File: config.mk
export PLATFORM = sky130hd
export DESIGN_NAME = cfc_core
export DESIGN_NICKNAME = d
export VERILOG_FILES = /design/src/rtl/cfc_pkg.sv /design/src/rtl/cfc_round_fn.sv /design/src/rtl/cfc_seq.sv /design/src/rtl/cfc_dp.sv /design/src/rtl/cfc_core.sv
export SDC_FILE = /design/constraint.sdc
export NUM_CORES = 1
export LEC_CHECK = 0
export CORE_AREA = 8 8 123 125
export DETAILED_ROUTE_END_ITERATION = 6
export DIE_AREA = 0 0 131 133
export DONT_BUFFER_PORTS = 1
export PLACE_DENSITY = 0.84
export RECOVER_POWER = 100
export SYNTH_ARGS = -nofsm -noshare
export SYNTH_HDL_FRONTEND = slang
export SYNTH_SLANG_ARGS = --single-unit
export TNS_END_PERCENT = 100
File: constraint.sdc
create_clock -name clk -period 7.45 [get_ports clk]
set_input_delay 1.1175 -clock clk [delete_from_list [all_inputs] [get_ports clk]]
set_output_delay 1.1175 -clock clk [all_outputs]
set_load 0.005 [all_outputs]
File: src/rtl/cfc_pkg.sv
package cfc_pkg;

  // Control handed from the step sequencer to the half-word datapath.
  typedef struct packed {
    logic load;  // capture a new plaintext (halves stored crossed)
    logic adv;   // perform one retimed round
  } cfc_ctl_t;

  localparam int CFC_SBOXES = 4;

endpackage

File: src/rtl/cfc_round_fn.sv
module cfc_round_fn #(
  parameter int HALF_W = 32
) (
  input  logic [HALF_W-1:0] s0_i,
  input  logic [HALF_W-1:0] s1_i,
  input  logic [HALF_W-1:0] s2_i,
  input  logic [HALF_W-1:0] s3_i,
  output logic [HALF_W-1:0] f_o
);

  logic [HALF_W-1:0] sum01;
  logic [HALF_W-1:0] mixed;

  // Wrapping adds: upper carries drop off the word.
  always_comb begin
    sum01 = s0_i + s1_i;
    mixed = sum01 ^ s2_i;
    f_o   = mixed + s3_i;
  end

endmodule

File: src/rtl/cfc_seq.sv
module cfc_seq
  import cfc_pkg::*;
#(
  parameter int ROUNDS = 16
) (
  input  logic                          clk,
  input  logic                          rst_n,
  input  logic                          start_i,
  output cfc_ctl_t                      ctl_o,
  output logic [$clog2(ROUNDS+2)-1:0]   key_addr_o,
  output logic                          key_zero_o,
  output logic                          sbox_zero_o,
  output logic                          done_o
);

  localparam int STEPS = ROUNDS + 2;
  localparam int SW    = $clog2(STEPS + 1);
  localparam int KW    = $clog2(ROUNDS + 2);

  logic [SW-1:0] step_q, step_d;
  logic          done_q, done_d;
  logic          busy, accept, last_step;

  always_comb begin
    busy      = (step_q != '0);
    last_step = (step_q == SW'(STEPS));
    accept    = start_i && !busy;

    step_d = step_q;
    if (accept)         step_d = SW'(1);
    else if (last_step) step_d = '0;
    else if (busy)      step_d = step_q + SW'(1);

    done_d = last_step;

    ctl_o.load = accept;
    ctl_o.adv  = busy;

    // Key word k is requested in cycle k; the final step needs none.
    key_addr_o  = last_step ? '0 : KW'(step_q);
    key_zero_o  = (!busy && !start_i) || last_step;
    // Round function must read zero in step 1 (idle request) and in the
    // closing step where only the last key word is applied.
    sbox_zero_o = !busy || (step_q == SW'(STEPS - 1));
  end

  always_ff @(posedge clk or negedge rst_n) begin
    if (!rst_n) begin
      step_q <= '0;
      done_q <= 1'b0;
    end else begin
      step_q <= step_d;
      done_q <= done_d;
    end
  end

  assign done_o = done_q;

  // done never lasts more than one cycle.
  assert_done_pulse_R4: assert property (@(posedge clk) disable iff (!rst_n)
    done_o |=> !done_o);

  // key address never leaves the key memory.
  assert_key_range_R5: assert property (@(posedge clk) disable iff (!rst_n)
    key_addr_o <= KW'(ROUNDS + 1));

  // inside a run the key address walks up by one.
  assert_key_walk_R5: assert property (@(posedge clk) disable iff (!rst_n)
    (key_addr_o != '0 && key_addr_o != KW'(ROUNDS + 1)) |=>
      key_addr_o == $past(key_addr_o) + KW'(1));

  // a start during a run never restarts the count.
  assert_start_ignored_R7: assert property (@(posedge clk) disable iff (!rst_n)
    (busy && start_i) |=> step_q != SW'(1));

  // the done cycle is idle, so the S clear is held.
  assert_zero_idle_R6: assert property (@(posedge clk) disable iff (!rst_n)
    done_o |-> sbox_zero_o);

endmodule

File: src/rtl/cfc_dp.sv
module cfc_dp
  import cfc_pkg::*;
#(
  parameter int HALF_W = 32
) (
  input  logic                  clk,
  input  logic                  rst_n,
  input  cfc_ctl_t              ctl_i,
  input  logic [2*HALF_W-1:0]   block_i,
  input  logic [HALF_W-1:0]     key_i,
  input  logic [HALF_W-1:0]     f_i,
  output logic [HALF_W-1:0]     mix_o,
  output logic [2*HALF_W-1:0]   block_o
);

  // x_q: left half with its key already folded in; r_q: right half.
  logic [HALF_W-1:0] x_q, x_d;
  logic [HALF_W-1:0] r_q, r_d;
  logic [HALF_W-1:0] mix;

  always_comb begin
    // All three XOR terms every cycle; cleared memories null them.
    mix = r_q ^ f_i ^ key_i;
    x_d = x_q;
    r_d = r_q;
    if (ctl_i.load) begin
      // Stored crossed so the first advance forms left ^ key0.
      x_d = block_i[HALF_W-1:0];
      r_d = block_i[2*HALF_W-1:HALF_W];
    end else if (ctl_i.adv) begin
      x_d = mix;
      r_d = x_q;
    end
  end

  always_ff @(posedge clk or negedge rst_n) begin
    if (!rst_n) begin
      x_q <= '0;
      r_q <= '0;
    end else begin
      x_q <= x_d;
      r_q <= r_d;
    end
  end

  assign mix_o   = mix;
  assign block_o = {x_q, r_q};

  // with neither load nor advance the result register holds.
  assert_hold_R8: assert property (@(posedge clk) disable iff (!rst_n)
    (!ctl_i.load && !ctl_i.adv) |=> $stable(block_o));

  // an advance moves the keyed left half into the right register.
  assert_shift_R2: assert property (@(posedge clk) disable iff (!rst_n)
    ctl_i.adv |=> block_o[HALF_W-1:0] == $past(block_o[2*HALF_W-1:HALF_W]));

endmodule

File: src/rtl/cfc_core.sv
module cfc_core
  import cfc_pkg::*;
#(
  parameter int HALF_W = 32,
  parameter int ROUNDS = 16
) (
  input  logic                          clk,
  input  logic                          rst_n,
  input  logic                          start_i,
  input  logic [2*HALF_W-1:0]           block_i,
  output logic [2*HALF_W-1:0]           block_o,
  output logic                          done_o,
  output logic [$clog2(ROUNDS+2)-1:0]   key_addr_o,
  output logic                          key_zero_o,
  input  logic [HALF_W-1:0]             key_data_i,
  output logic                          sbox_zero_o,
  output logic [HALF_W/4-1:0]           sbox0_addr_o,
  output logic [HALF_W/4-1:0]           sbox1_addr_o,
  output logic [HALF_W/4-1:0]           sbox2_addr_o,
  output logic [HALF_W/4-1:0]           sbox3_addr_o,
  input  logic [HALF_W-1:0]             sbox0_data_i,
  input  logic [HALF_W-1:0]             sbox1_data_i,
  input  logic [HALF_W-1:0]             sbox2_data_i,
  input  logic [HALF_W-1:0]             sbox3_data_i
);

  localparam int BYTE_W = HALF_W / CFC_SBOXES;

  cfc_ctl_t          ctl;
  logic [HALF_W-1:0] f_val;
  logic [HALF_W-1:0] mix;
  logic [BYTE_W-1:0] saddr [CFC_SBOXES];

  cfc_seq #(.ROUNDS(ROUNDS)) u_seq (
    .clk         (clk),
    .rst_n       (rst_n),
    .start_i     (start_i),
    .ctl_o       (ctl),
    .key_addr_o  (key_addr_o),
    .key_zero_o  (key_zero_o),
    .sbox_zero_o (sbox_zero_o),
    .done_o      (done_o)
  );

  cfc_round_fn #(.HALF_W(HALF_W)) u_fn (
    .s0_i (sbox0_data_i),
    .s1_i (sbox1_data_i),
    .s2_i (sbox2_data_i),
    .s3_i (sbox3_data_i),
    .f_o  (f_val)
  );

  cfc_dp #(.HALF_W(HALF_W)) u_dp (
    .clk     (clk),
    .rst_n   (rst_n),
    .ctl_i   (ctl),
    .block_i (block_i),
    .key_i   (key_data_i),
    .f_i     (f_val),
    .mix_o   (mix),
    .block_o (block_o)
  );

  // Next round's table addresses come from the value entering the left
  // register; byte 0 is the most significant and indexes S0.
  for (genvar k = 0; k < CFC_SBOXES; k++) begin : g_saddr
    assign saddr[k] = mix[HALF_W-1-k*BYTE_W -: BYTE_W];
  end

  assign sbox0_addr_o = saddr[0];
  assign sbox1_addr_o = saddr[1];
  assign sbox2_addr_o = saddr[2];
  assign sbox3_addr_o = saddr[3];

  // out of reset with no start, both memory clears are asserted.
  assert_idle_clears_R1: assert property (@(posedge clk) disable iff (!rst_n)
    (!start_i && !$past(start_i) && !done_o && sbox_zero_o && key_addr_o == '0)
      |-> key_zero_o);

endmodule

==> key figures, run 1 <==
Global routing
  • Congestion Overflow GR: 0
  • Gr usage total: a little over a quarter
  • First-pass GRT wire length: 36.0 mm
  • Vias in the first global route: 6580
  • Largest net degree at the start of global routing: 71
  • Initial antenna violation count: 0

STA
  • Unrepaired setup endpoints after global routing: no
  • Final hold vios: 0
  • Final Setup Violations: 0
  • Clock skew: about 6 ps
  • Setup TNS: 0 ps
  • Final critical-path share of the clock period: roughly nine tenths
  • Slew headroom: -53.2%
  • Final min period: approximately 6800 ps
  • Max-slew violation count: 110
  • Worst-margin pin slew: 2300 ps
  • Max Freq: about 150 MHz

Logic synthesis
  • Netlist cell types: between 60 and 70
  • Post-synthesis sequential area ratio: a little under a quarter
  • Synthesized net count: 1182
  • Mapped Cells: 885
  • Synth Flop Type: dfrtp_1
  • Seq cells post-synth: 70
  • Share of flip-flops with an asynchronous set or reset: 100%
  • Synthesized area: ~0.0075 mm²
  • Post-synth EDFFs: 0
  • Ys Warns: 0
  • Syn_area_per_cell: about 8.4 µm²

Clock network
  • CTS tree: done
  • CTS buffer count: 9
  • Post-CTS resize count: 0
  • CTS root buf: clkbuf_16
  • Hold Buf Count CTS: 0
  • Clock sinks: 70
  • Buffer depth of the longest clock path: 2
  • H-tree depth: 3
  • Clk_lat worst skew: ~320 ps
  • Worst-path clk slew: around 60 ps
  • Post-CTS setup buffers: 0

Final layout
  • Inserted Diodes: 0
  • Most frequent cells in the layout: 109 x xnor2_1, 101 x a21oi_1, 70 x dfrtp_1, 68 x ha_1, 66 x mux2i_1
  • Area taken by multi-input logic gates: approximately 0.0055 mm²
  • FF+latch area: about 0.0018 mm²
  • Most common cell after layout, fill and taps aside: xnor2_1
  • Syn-to-layout area delta: 4.40%
  • Filler cells: roughly 1200
  • Nets: about 1200
  • Share of layout cells above drive strength 1: under 10%

Flow run
  • Max Cap Viol: 2

Floorplanning
  • DIE WIDTH: ~130 µm
  • # rows: 42
  • Ports: roughly 330
  • Core ar.: ~0.013 mm²
  • Die area: between 0.015 and 0.02 mm²
  • Die H: 133 µm
  • Starting Density: between 50% and 60%

Outcome
  • Outcome: finished, violations left
  • Failing checks: capacitance limit, slew limit

Power
  • Power Dens Cells: between 300 and 400 mW/mm²
  • Sequential power share: ~28%
  • Combinational power share: between 50% and 60%
  • Total Power: between 0.003 and 0.004 W
  • Switching Share: between 40% and 50%
  • Psw: 0.00149 W
  • Peak VDD IR: 0.000164 V
  • Clock Power Share: a little over an eighth
  • Lkg Pwr: roughly 3.5 nW
  • Internal Pwr Total: roughly 0.0016 W

Detailed routing
  • Vias: between 6000 and 7000
  • Post-detailed-routing wire length: 24.1 mm
  • Drt pass-1 iters: 5
  • Routed vias/inst: between 6 and 7
  • WL/cell: approximately 23 µm
  • DRT iter0 DRCs: around 370
  • Detail Route Antenna Nets: 0
  • # DRC: 0

Critical path
  • Crit path launch type: input port
  • Worst EP arrival: 5670 ps
  • Worst setup EP type: output pin
  • Critical Path RT: 6330 ps
  • Worst-path fanout max: 6
  • Crit Path Class: in2out

Placed design
  • Port Buffers: 0
  • Final Wtd Congestion: between 0.9 and 1
  • DP HPWL: between 20 and 25 mm

Hold path
  • Hold WC Path Type: in2async
-- synthesized netlist by cell type (14+ instances only) --
| cell type | instances | area [µm²] |
|---|---|---|
| inv_1 | 15 | 56.3 |
| nand3_1 | 18 | 90.1 |
| nor3_1 | 14 | 70.1 |
| a21o_1 | 29 | 218 |
| xor2_1 | 44 | 385 |
| a21oi_1 | 100 | 500 |
| nand2_1 | 63 | 236 |
| dfrtp_1 | 70 | 1750 |
| nor2_1 | 62 | 233 |
| ha_1 | 68 | 851 |
| xnor2_1 | 109 | 955 |
| mux2i_1 | 66 | 661 |
| clkbuf_1 | 36 | 135 |
| o21ai_0 | 50 | 250 |
-- registers in the layout (all words and copies together), names as in the netlist --
name,cells
u_seq.done_o,1
u_dp.x_q,32
u_seq.step_q,5
u_dp.r_q,32
-- per-layer routing --
layer	track usage, %	part of all wire [%]	vias up	routed length, µm
met5	0	0	-	0
met3	8.84	12	46	2870
met1	30.9	38	3082	9170
met2	44.2	48	372	11500
met4	7.79	2.3	0	553
li1	-	-	3121	-
-- worst max-delay path: stages --
cell and delay, ps:
ha_1 290, a211oi_1 260, o21ai_0 290, o211a_1 310
nor3_1 200, o21bai_1 140, a21o_1 200, a21oi_1 280
nor2_1 90, a211oi_1 220, ha_1 350, a21oi_1 140
o21ai_0 150, a21o_1 220, a221o_2 360, a31oi_1 550
o21ai_0 220, xnor2_1 260
-- cells by family (layout without fill, tap and decap cells) --
family | after synthesis | after routing | share of synthesized area [%]
muxes | 66 | 66 | 8.84
DFF | 70 | 70 | 23.4
and+or+nand+nor | 208 | 208 | 13.0
adders and majority gates | 70 | 70 | 11.9
buffers and inverters | 55 | 31 | 2.76
xor gates and xnor gates | 154 | 154 | 18.1
AOI/OAI and AO/OA | 262 | 262 | 21.9
-- worst paths after layout --
kind	cells after the start	slack, ps	from	endpoint
worst min register to register	1	590	u_seq.step_q[0]	u_seq.step_q[0]
worst max register to register	6	4040	u_seq.step_q[1]	u_seq.step_q[0]
worst max-delay path	18	660	sbox0_data_i[1]	sbox0_addr_o[4]
min in group clk	1	590	u_seq.step_q[0]	u_seq.step_q[0]
max in group asynchronous	0	6840	rst_n	u_dp.r_q[6]
worst min-delay path	0	480	rst_n	u_dp.x_q[25]
-- power by group through the flow --
| stage | logic (W) | clock network (W) | registers [W] |
|---|---|---|---|
| final | 0.00180 | 0.000414 | 0.000875 |
| after global routing | 0.00199 | 0.000437 | 0.000902 |
| after CTS | 0.00181 | 0.000418 | 0.000878 |
| after detailed placement | 0.00180 | 0 | 0.000882 |
| after global placement | 0.00175 | 0 | 0.000874 |
| after floorplan | 0.00142 | 0 | 0.000760 |
-- cell type report --
class                      instances  area share, %
inverter                          15          0.721
sequential                        70           22.4
timing repair buffer               3          0.144
clock inverter                     2          0.449
multi-input combinational        760           70.3
tap                              176           2.82
clock buffer                      11           3.11
-- per-stage QoR --
stage / std cells / utilization, % / hold slack, ps / instance area (µm²) / worst slack (ps)
after CTS: 1037 / 60.0 / 475 / 7850 / 935
after global placement: 1024 / 57.9 / 566 / 7570 / 1020
after detailed placement: 1024 / 57.9 / 582 / 7570 / 962
after floorplan: 885 / - / 525 / 7480 / 1640
final: 1037 / 59.6 / 484 / 7800 / 659
after global routing: 1037 / 59.6 / 467 / 7800 / 507
(Power assumes the default switching activity.)
==> inputs of run 2 (changes only) <==
RECOVER_POWER = not set   (was 100)
==> key figures, run 2 (same netlist as run 1, synthesis figures left out) <==
Outcome
  • Outcome: finished, final reports clean

Floorplanning
  • Core ar.: 0.0131 mm² (unchanged)
  • Ports: 331 (unchanged)
  • DIE WIDTH: 131 µm (unchanged)
  • Die area: 0.0174 mm² (unchanged)
  • Starting Density: 57.1% (unchanged)
  • Die H: 133 µm (unchanged)
  • # rows: 42 (unchanged)

Clock network
  • Buffer depth of the longest clock path: 2 (unchanged)
  • Post-CTS resize count: 0 (unchanged)
  • CTS buffer count: 9 (unchanged)
  • Hold Buf Count CTS: 0 (unchanged)
  • H-tree depth: 3 (unchanged)
  • CTS root buf: clkbuf_16
  • Post-CTS setup buffers: 0 (unchanged)
  • Clk_lat worst skew: 320 ps (about the same)
  • CTS tree: done
  • Worst-path clk slew: 60 ps (about the same)
  • Clock sinks: 70 (unchanged)

Final layout
  • Largest registers: u_dp.r_q (32), u_dp.x_q (32), u_seq.step_q (5)
  • Filler cells: 1159 (-0.94%)
  • Fin area: 0.00785 mm² (+0.61%)
  • FF+latch area: 0.00175 mm² (unchanged)
  • Most frequent cells in the layout: 109 x xnor2_1, 100 x a21oi_1, 70 x dfrtp_1, 68 x ha_1, 66 x mux2i_1
  • Inserted Diodes: 0 (unchanged)
  • Share of layout cells above drive strength 1: 3.72% (+1.0 points)
  • Syn-to-layout area delta: 5.04%
  • Most common cell after layout, fill and taps aside: xnor2_1
  • Core Util, Final: 60.0% (+0.36 points)
  • Nets: 1156 (unchanged)
  • Area taken by multi-input logic gates: 0.00552 mm² (+0.66%)

Power
  • Switching Share: 48.5% (+0.15 points)
  • Psw: 0.00151 W (+0.78%)
  • Peak VDD IR: 0.000162 V (-1.2%)
  • Total Power: 0.00310 W (+0.47%)
  • Power Dens Cells: 395 mW/mm² (-0.14%)
  • Combinational power share: 58.5% (+0.2 points)
  • Clock Power Share: 13.3% (about the same)
  • Sequential power share: 28.2% (about the same)
  • Internal Pwr Total: 0.00160 W (+0.18%)
  • Lkg Pwr: 3.49 nW (+0.49%)

STA
  • Slew headroom: 61.4% (+110 points)
  • Setup TNS: 0 ps (unchanged)
  • Max Freq: 152 MHz (+3.5%)
  • Unrepaired setup endpoints after global routing: no
  • Hold Worst Slack: 486 ps (+1.48 ps)
  • Final critical-path share of the clock period: 88.0% (-3.1 points)
  • Final hold vios: 0 (unchanged)
  • Clock skew: 5.82 ps (-0.00574 ps)
  • Worst-margin pin slew: 575 ps (-1720 ps)
  • Final Setup Violations: 0 (unchanged)
  • Max-slew violation count: 0 (-100%)
  • Final min period: 6560 ps (-232 ps)

Detailed routing
  • Routed vias/inst: 6.42 (+0.57%)
  • Drt pass-1 iters: 5 (unchanged)
  • WL/cell: 23.2 µm (-0.12%)
  • Post-detailed-routing wire length: 24.1 mm (-0.12%)
  • Vias: 6659 (+0.57%)
  • # DRC: 0 (unchanged)
  • DRT iter0 DRCs: 415 (+14%)
  • Detail Route Antenna Nets: 0 (unchanged)

Critical path
  • Worst setup EP type: output pin
  • Reg2Reg Depth: 7 (+1)
  • CP Cell Sequence: ha_1, a211oi_1, o21ai_1, o211a_1, nor3_1, o21bai_1, a21o_1, and3_1, or3b_2, o311a_1, ha_1, a21o_1, a21o_1, a21oi_1, nand2_1, a21oi_1, o21ai_0, a211oi_1
  • Worst reg-to-reg setup slack: 5320 ps (+1280 ps)
  • Crit path top cell by count: a21o_1
  • Crit path largest cell delay: 470 ps (-80 ps)
  • Worst-path fanout max: 4 (-2)
  • Worst EP arrival: 5440 ps (-230 ps)
  • Reg-to-Reg Start: u_dp.r_q[31]
  • Crit Path Class: in2out
  • Worst Path Buf+Inv: 0 (unchanged)
  • R2r endpoint: u_dp.x_q[31]
  • Crit path launch type: input port
  • Max stage delay cell, worst path: or3b_2
  • Critical Path RT: 6330 ps (about the same)
  • Dominant delay contributor by cell family on the critical path: compound AO/OA/AOI/OAI gates

Global routing
  • Gr usage total: 26.4% (unchanged)
  • Largest net degree at the start of global routing: 71 (unchanged)
  • First-pass GRT wire length: 36.0 mm (unchanged)
  • Congestion Overflow GR: 0 (unchanged)
  • Vias in the first global route: 6580 (unchanged)
  • Initial antenna violation count: 0 (unchanged)

Placed design
  • Final Wtd Congestion: 0.980 (unchanged)
  • Post-DP Area: 0.00757 mm² (unchanged)
  • Port Buffers: 0 (unchanged)
  • DP HPWL: 20.1 mm (unchanged)

Flow run
  • Max Cap Viol: 0 (-2)

Hold path
  • Hold WC Path Type: in2async
run 2: power groups by stage:
stage | clock network, W | registers [W] | logic [W]
finish | 0.000413 | 0.000874 | 0.00182
CTS | 0.000418 | 0.000878 | 0.00181
global placement | 0 | 0.000874 | 0.00175
floorplan | 0 | 0.000760 | 0.00142
global route | 0.000437 | 0.000901 | 0.00200
detailed placement | 0 | 0.000882 | 0.00180
run 2: layout make-up:
class                   instances  area share [%]
multi-input cells             760            70.3
clock inverters                 2           0.446
inverters                      15           0.717
flip-flops and latches         70            22.3
repair buffers                  3           0.287
well taps                     176            2.80
clock buffers                  11            3.09
run 2: worst register-to-register path, delay by kind of cell, from the launching register on:
family          cells  cell delay [ps]
xor+xnor            4             1030
compound gates      3              590
flops               1              410
run 2: worst max-delay path by stage:
stage	from	to	slack, ps	depth (start not counted)
2_1_floorplan	sbox0_data_i[1]	sbox0_addr_o[2]	1640	18
3_3_place_gp	sbox0_data_i[1]	sbox0_addr_o[2]	1020	18
3_5_place_dp	sbox0_data_i[1]	sbox0_addr_o[2]	960	18
4_1_cts	sbox0_data_i[1]	sbox0_addr_o[2]	930	18
5_1_grt	sbox0_data_i[1]	sbox0_addr_o[2]	640	18
6_report	sbox0_data_i[1]	sbox0_addr_o[2]	890	18
run 2: routing by layer:
layer,track usage (%),share of wire [%],vias to the layer above
li1,-,-,3121
met1,30.9,38,3138
met2,44.2,48,351
met3,8.84,12,49
met4,7.79,2.4,0
met5,0,0,-
run 2: per-stage QoR:
step	cells	worst slack, ps
after global routing	1037	644
after floorplan	885	1640
after detailed placement	1024	962
final	1037	891
after global placement	1024	1020
after CTS	1037	935
